File: src/rtl/hib_wake_pkg.sv
package hib_wake_pkg;
  localparam int REG_W      = 8;
  localparam int ENABLE_W   = 5;
  localparam int SRC_W      = 4;
  localparam int SYNC_DEPTH = 2;

  // register bit positions (software-visible encoding)
  localparam int BIT_ENTER    = 0;
  localparam int BIT_TOUCH    = 1;
  localparam int BIT_PMIC     = 2;
  localparam int BIT_IRQ_HIGH = 3;
  localparam int BIT_RST_REQ  = 4;
  localparam int BIT_IRQ_LOW  = 5;

  // raw source vector order
  localparam int SRC_TOUCH = 0;
  localparam int SRC_PMIC  = 1;
  localparam int SRC_IRQ   = 2;
  localparam int SRC_RST   = 3;

  typedef struct packed {
    logic updEn;
    logic clrMode;
  } ctrlStrobe_t;
endpackage

File: src/rtl/hib_wake_sync.sv
module hib_wake_sync #(
  parameter int WIDTH  = 4,
  parameter int STAGES = 2
) (
  input  logic             clk,
  input  logic             rstN,
  input  logic [WIDTH-1:0] asyncIn,
  output logic [WIDTH-1:0] syncOut
);
  logic [WIDTH-1:0] chain [STAGES];

  generate
    for (genvar s = 0; s < STAGES; s++) begin : g_stage
      if (s == 0) begin : g_first
        always_ff @(posedge clk or negedge rstN) begin
          if (!rstN) chain[s] <= '0;
          else       chain[s] <= asyncIn;
        end
      end else begin : g_next
        always_ff @(posedge clk or negedge rstN) begin
          if (!rstN) chain[s] <= '0;
          else       chain[s] <= chain[s-1];
        end
      end
    end
  endgenerate

  assign syncOut = chain[STAGES-1];
endmodule

File: src/rtl/hib_wake_dp.sv
module hib_wake_dp
  import hib_wake_pkg::*;
#(
  parameter int RW     = REG_W,
  parameter int EW     = ENABLE_W,
  parameter int SW     = SRC_W,
  parameter int STAGES = SYNC_DEPTH
) (
  input  logic          clk,
  input  logic          rstN,
  input  ctrlStrobe_t   strobe,
  input  logic [EW-1:0] wrMask,
  input  logic          hibState,
  input  logic [SW-1:0] srcRaw,
  output logic          enNextAny,
  output logic          wakeHit,
  output logic [RW-1:0] rdData
);
  localparam int PAD = RW - EW - 1;

  logic [EW-1:0] enReg;
  logic [EW-1:0] enNext;
  logic [SW-1:0] srcSync;
  logic [EW-1:0] srcActive;

  hib_wake_sync #(.WIDTH(SW), .STAGES(STAGES)) sync_i (
    .clk    (clk),
    .rstN   (rstN),
    .asyncIn(srcRaw),
    .syncOut(srcSync)
  );

  // active-condition vector aligned with the enable bits 5..1
  always_comb begin
    srcActive = '0;
    srcActive[BIT_TOUCH-1]    = srcSync[SRC_TOUCH];
    srcActive[BIT_PMIC-1]     = srcSync[SRC_PMIC];
    srcActive[BIT_IRQ_HIGH-1] = srcSync[SRC_IRQ];
    srcActive[BIT_RST_REQ-1]  = srcSync[SRC_RST];
    srcActive[BIT_IRQ_LOW-1]  = ~srcSync[SRC_IRQ];
  end

  always_comb begin
    enNext = enReg;
    if (strobe.updEn) begin
      if (strobe.clrMode) enNext = enReg & ~wrMask;
      else                enNext = enReg | wrMask;
    end
  end

  always_ff @(posedge clk or negedge rstN) begin
    if (!rstN) enReg <= '0;
    else       enReg <= enNext;
  end

  assign enNextAny = |enNext;
  assign wakeHit   = |(enReg & srcActive);
  assign rdData    = {{PAD{1'b0}}, enReg, hibState};
endmodule

File: src/rtl/hib_wake_ctrl.sv
module hib_wake_ctrl
  import hib_wake_pkg::*;
(
  input  logic        clk,
  input  logic        rstN,
  input  logic        wrEn,
  input  logic        wrClr,
  input  logic        wrEnterBit,
  input  logic        enNextAny,
  input  logic        wakeHit,
  output ctrlStrobe_t strobe,
  output logic        hibState,
  output logic        wakeEvt
);
  typedef enum logic {ST_AWAKE = 1'b0, ST_HIB = 1'b1} hibSt_e;

  hibSt_e stateQ, stateD;
  logic   wakeNow;

  assign strobe.updEn   = wrEn;
  assign strobe.clrMode = wrClr;

  always_comb begin
    wakeNow = (stateQ == ST_HIB) && wakeHit;
    stateD  = wakeNow ? ST_AWAKE : stateQ;
    if (wrEn && wrEnterBit) stateD = wrClr ? ST_AWAKE : ST_HIB;
    if (!enNextAny)         stateD = ST_AWAKE;
  end

  always_ff @(posedge clk or negedge rstN) begin
    if (!rstN) begin
      stateQ  <= ST_AWAKE;
      wakeEvt <= 1'b0;
    end else begin
      stateQ  <= stateD;
      wakeEvt <= wakeNow;
    end
  end

  assign hibState = (stateQ == ST_HIB);
endmodule

File: src/rtl/hib_wake_top.sv
module hib_wake_top
  import hib_wake_pkg::*;
(
  input  logic             clk,
  input  logic             rstN,
  input  logic             wrEn,
  input  logic             wrClr,
  input  logic [REG_W-1:0] wrData,
  input  logic             touchIn,
  input  logic             pmicWakeIn,
  input  logic             irqIn,
  input  logic             rstReqIn,
  output logic             hibOut,
  output logic             wakeEvt,
  output logic [REG_W-1:0] rdData
);
  ctrlStrobe_t      strobe;
  logic             enNextAny;
  logic             wakeHit;
  logic             hibState;
  logic [SRC_W-1:0] srcRaw;

  always_comb begin
    srcRaw            = '0;
    srcRaw[SRC_TOUCH] = touchIn;
    srcRaw[SRC_PMIC]  = pmicWakeIn;
    srcRaw[SRC_IRQ]   = irqIn;
    srcRaw[SRC_RST]   = rstReqIn;
  end

  hib_wake_ctrl ctrl_i (
    .clk       (clk),
    .rstN      (rstN),
    .wrEn      (wrEn),
    .wrClr     (wrClr),
    .wrEnterBit(wrData[BIT_ENTER]),
    .enNextAny (enNextAny),
    .wakeHit   (wakeHit),
    .strobe    (strobe),
    .hibState  (hibState),
    .wakeEvt   (wakeEvt)
  );

  hib_wake_dp dp_i (
    .clk      (clk),
    .rstN     (rstN),
    .strobe   (strobe),
    .wrMask   (wrData[BIT_IRQ_LOW:BIT_TOUCH]),
    .hibState (hibState),
    .srcRaw   (srcRaw),
    .enNextAny(enNextAny),
    .wakeHit  (wakeHit),
    .rdData   (rdData)
  );

  assign hibOut = hibState;
endmodule

File: config.mk
export PLATFORM = sky130hd
export DESIGN_NAME = hib_wake_top
export DESIGN_NICKNAME = d
export VERILOG_FILES = /design/src/rtl/hib_wake_pkg.sv /design/src/rtl/hib_wake_sync.sv /design/src/rtl/hib_wake_dp.sv /design/src/rtl/hib_wake_ctrl.sv /design/src/rtl/hib_wake_top.sv
export SDC_FILE = /design/constraint.sdc
export NUM_CORES = 1
export LEC_CHECK = 0
export ABC_AREA = 1
export BUFFER_PORTS_ARGS = -buffer_cell sky130_fd_sc_hd__clkbuf_2
export CAP_MARGIN = 25
export CORE_MARGIN = 10
export CORE_UTILIZATION = 39
export CTS_CLUSTER_SIZE = 28
export DETAILED_ROUTE_END_ITERATION = 8
export GPL_ROUTABILITY_DRIVEN = 0
export PLACE_DENSITY_LB_ADDON = 0.08
export SLEW_MARGIN = 10
export SYNTH_ARGS = -nofsm -noshare
export SYNTH_HDL_FRONTEND = slang
export SYNTH_SLANG_ARGS = --single-unit
File: constraint.sdc
create_clock -name clk -period 2.5 [get_ports clk]
set_clock_uncertainty 0.1 [all_clocks]
set_input_delay 0 -clock clk [delete_from_list [all_inputs] [get_ports clk]]
set_output_delay 0 -clock clk [all_outputs]
set_load 0.03 [all_outputs]
Word-level counts from Yosys, hierarchy flattened:

Cells that the tools add are included.

* flip-flop bits (word level): 15
* input port bits: 16
* output and inout bits: 10
* word-level logic and storage cells: 21

* equality and inequality tests: 1
* muxes and demuxes: 6
* bitwise gates (word level): 5
* reductions and logical operators: 4

Operators by type and width (count)
* AND 5 bit: 2
* 2-to-1 mux 5 bit: 2
* OR reduction 5 bit: 2
* NOT 5 bit: 1
* bitwise OR 5 bit: 1
* 2-to-1 mux 1 bit: 4
* inequality test 3 bit, second input constant: 1
* logical AND 1 bit: 2
* NOT 1 bit: 1

Longest topological paths before layout:

* depth in word-level cells: 7
* gate-level depth with buffers: 8

By module:

From an unflattened synthesis, not the netlist that was laid out.

* cell total of the unflattened synthesis: 77
* area total of the unflattened synthesis: 669.4 um^2

By module, submodules not included
* hib_wake_dp: instances 1, cells an instance 51, area each 332.8 um^2
* hib_wake_sync: instances 1, cells an instance 12, area each 230.2 um^2
* hib_wake_ctrl: instances 1, cells an instance 14, area each 106.4 um^2

Worst setup path before layout:

Ideal clock, no wire load.

* path type: reg2reg
* start: register dp_i.enReg[2]
* end: register ctrl_i.stateQ (netlist: ctrl_i.hibState)
* setup time: 71 ps
* arrival: 953 ps
* slack: 1376 ps
* cell stages (with the launch flop): 8
* period minus slack after synthesis: 1124 ps
* path through: dfrtp_1 nand2_1 nand2_1 nor2_1 nand3_1 nand2_1 inv_1 nor2_1

* word-level cells in the longest chain between the ends: 5
* elaborated cells on any way between the ends: 10

Ends and longest elaborated chain
* start, declared: RTL line hib_wake_dp.sv:21 `logic [EW-1:0] enReg;`
* start signal, assigned: RTL line hib_wake_dp.sv:53 `else enReg <= enNext;`
* bitwise OR 5 bit / AND 5 bit (equally long branches): RTL line hib_wake_dp.sv:47, hib_wake_dp.sv:46
* 2-to-1 mux 5 bit: RTL line hib_wake_dp.sv:46 `if (strobe.clrMode) enNext = enReg & ~wrMask;`
* 2-to-1 mux 5 bit: RTL line hib_wake_dp.sv:45 `if (strobe.updEn) begin`
* OR reduction 5 bit: RTL line hib_wake_dp.sv:56 `assign enNextAny = |enNext;`
* inequality test 3 bit (no source line) / 2-to-1 mux 1 bit (equally long branches)
* end signal, assigned: RTL line hib_wake_ctrl.sv:35 `stateQ <= stateD;`
* end, declared: RTL line hib_wake_ctrl.sv:17 `hibSt_e stateQ, stateD;`

Several ways; a longest one is shown, not always the timed one.
A chain may end at the register's enable or synchronous reset.

Final worst setup path:

* start: input wrData[4]
* end: register ctrl_i.stateQ (netlist: ctrl_i.hibState)

* word-level cells in the longest chain between the ends: 6
* elaborated cells on any way between the ends: 8

Ends and longest elaborated chain
* start, declared: RTL line hib_wake_top.sv:8 `input logic [REG_W-1:0] wrData,`
* NOT 5 bit: RTL line hib_wake_dp.sv:46
* AND 5 bit: RTL line hib_wake_dp.sv:46
* 2-to-1 mux 5 bit *: RTL line hib_wake_dp.sv:46
* 2-to-1 mux 5 bit *: RTL line hib_wake_dp.sv:45
* OR reduction 5 bit *: RTL line hib_wake_dp.sv:56
* inequality test 3 bit (no source line) / 2-to-1 mux 1 bit (equally long branches)

Every way passes the cells marked *; elsewhere a longest branch is shown, timed or not.

==> results by group <==
Timing
  – Final min period: ~1500 ps
  – Worst Hold Slack: roughly 34 ps
  – Final period util: roughly 61%
  – RSZ-0062 raised after global routing: false
  – Peak Freq: around 650 MHz
  – Fin. Hold Viols: 0
  – Max-slew violations: 0
  – Final setup violation count: 0
  – Setup TNS: 0 ps

CTS
  – CTS Buf Count: 3
  – Clock buffer depth: 2
  – H-tree depth: 1
  – Post-cts gate resize count: 0
  – CTS clk-pin slew, worst paths: ~80 ps
  – TritonCTS clock tree: yes
  – Root buffer cell: clkbuf_4
  – Worst-skew pair later-pin latency: 270 ps
  – CTS sink count: 15

Route
  – Routed len/inst: roughly 11 um
  – Vias: roughly 530
  – Routed WL: between 1 and 1.5 mm
  – Routed vias/inst: around 4.3
  – TritonRoute pass-1 iters: 4
  – Drt drc: 0
  – DR iter-0 viols: 6
  – ANT nets after route: 0

GRT
  – Gr usage total: between 8 and 9%
  – Pin count of the biggest net entering global routing: 16
  – Overflow after GRT: 0
  – Vias in the first global route: slightly above 500
  – First-pass GRT wire length: 2.24 mm
  – Antenna violations before repair: 0

Floorplan
  – Die Span X: roughly 60 um
  – IO Pins: 26
  – Initial core utilization: around two fifths
  – Total core area: about 0.0015 mm2
  – Site Rows: 14
  – Die area: roughly 0.0036 mm2
  – Die height: ~60 um

Finish
  – Leading cell type in the layout, fill and taps excluded: clkbuf_2
  – Layout cells sized above 1: ~28%
  – Fin nets: around 120
  – Area Overhead vs Synth: 41.9%
  – Non-Filler Instances: between 100 and 150
  – Number of diodes: 0
  – Reg area: ~380 um2
  – Layout fillers: 147
  – Area of the multi-input gates: between 150 and 200 um2
  – Most frequent cells in the layout: clkbuf_2, nand2_1, dfrtp_1, dlygate4sd3_1, inv_1

Placement
  – Buffers on Ports: 21
  – Placed cells: around 110
  – HPWL after detailed placement: slightly below 1 mm

Worst setup path
  – Critical path type: in2reg
  – WP data arrival: about 1600 ps
  – Crit Path Max Fanout: 2
  – CP Capture Type: register
  – WP data required: around 2600 ps
  – Startpoint Class: input port

Synthesis
  – Post-synth cell types: 13
  – Mapped Cells: slightly above 70
  – Synthesized cell area: around 620 um2
  – Ys Warns: 0
  – Synthesized area per cell: roughly 8.8 um2
  – Sequential area share after synthesis: about three fifths
  – Flops & latches, synth: 15

Worst hold path
  – Class of the worst hold path: in2reg

Run status
  – Status: finished, final reports clean

Power and ir drop
  – Power per cell area: approximately 580 mW/mm2
  – Leak pwr: 0.000497 uW
  – Peak VDD IR: ~0.35 mV

Job
  – Max Cap Violations: 0
[critical path: stages]
cell           delay (ps)
dlygate4sd3_1         520
clkbuf_2              110
nand3_1                80
dlygate4sd3_1         580
nand2_1               100
nand3_1                70
nor2_1                 90
nor2_1                 50
[worst paths after layout]
check	startpoint	endpoint	slack, ps	cells after the start
worst max-delay path	wrData[4]	ctrl_i.hibState	970	8
worst min-delay path	wrClr	dp_i.enReg[1]	30	4
worst max register to register	dp_i.enReg[2]	ctrl_i.hibState	1420	7
worst min register to register	dp_i.sync_i.chain[4]	dp_i.sync_i.syncOut[0]	250	0
max in group asynchronous	rstN	dp_i.sync_i.syncOut[2]	1980	2
min in group asynchronous	rstN	dp_i.sync_i.syncOut[1]	60	2
[power by group]
part | leakage, uW | internal [uW] | switching (uW)
Sequential | 0.000175 | 261 | 9.72
Combinational | 0.000307 | 43.1 | 72.9
Clock | 0.0000150 | 61.8 | 69.5
Total | 0.000497 | 366 | 152
[cell families after synthesis]
| kind of cell | count (synthesis) | synth area share, % |
|---|---|---|
| and+or+nand+nor | 33 | 22.4 |
| DFF | 15 | 60.1 |
| buffers and inverters | 19 | 14.4 |
| other | 1 | 0.601 |
| AOI/OAI and AO/OA | 3 | 2.40 |
[Yosys cell counts, drive strengths merged]
cell type  count  share of area, %
nand2         23                15
dfrtp         15                60
inv           15               9.0
nand3          5               4.0
nor2           5               3.4
buf            4               5.4
o21ai          2               1.6
a21oi          1              0.80
conb           1              0.60
[stage by stage]
step	utilization (%)	power [uW]	setup WS, ps	instance area (um2)
floorplan	-	344	1380	628
global placement	47.8	376	1440	719
finish	58.8	518	966	886
detailed placement	47.8	377	1420	719
CTS	58.8	528	1000	886
global route	58.8	552	887	886
[sequential cells by signal, indices dropped and copies added (netlist names)]
signal and flops:
ctrl_i.hibState 1, ctrl_i.wakeEvt 1, dp_i.enReg 5, dp_i.sync_i.chain 4, dp_i.sync_i.syncOut 4
[final cells by class]
cell class	count	share of cell area (%)
timing repair buffer	35	27.7
multi-input combinational	38	18.4
tap	16	2.26
sequential	15	42.4
inverter	15	6.36
clock buffer	4	2.97
[routing by layer]
layer	vias up	global-route usage [%]	routed length [um]
met4	0	5.77	12
li1	273	-	-
met1	236	8.63	523
met5	-	0	0
met3	2	3.60	136
met2	15	13.1	652
[timing repair]
item | in CTS | in global routing
setup buffers | 0 | 0
hold buffers | 14 | 0
hold endpoints to repair | 25 | 0
Power figures use the tool's default switching activity.
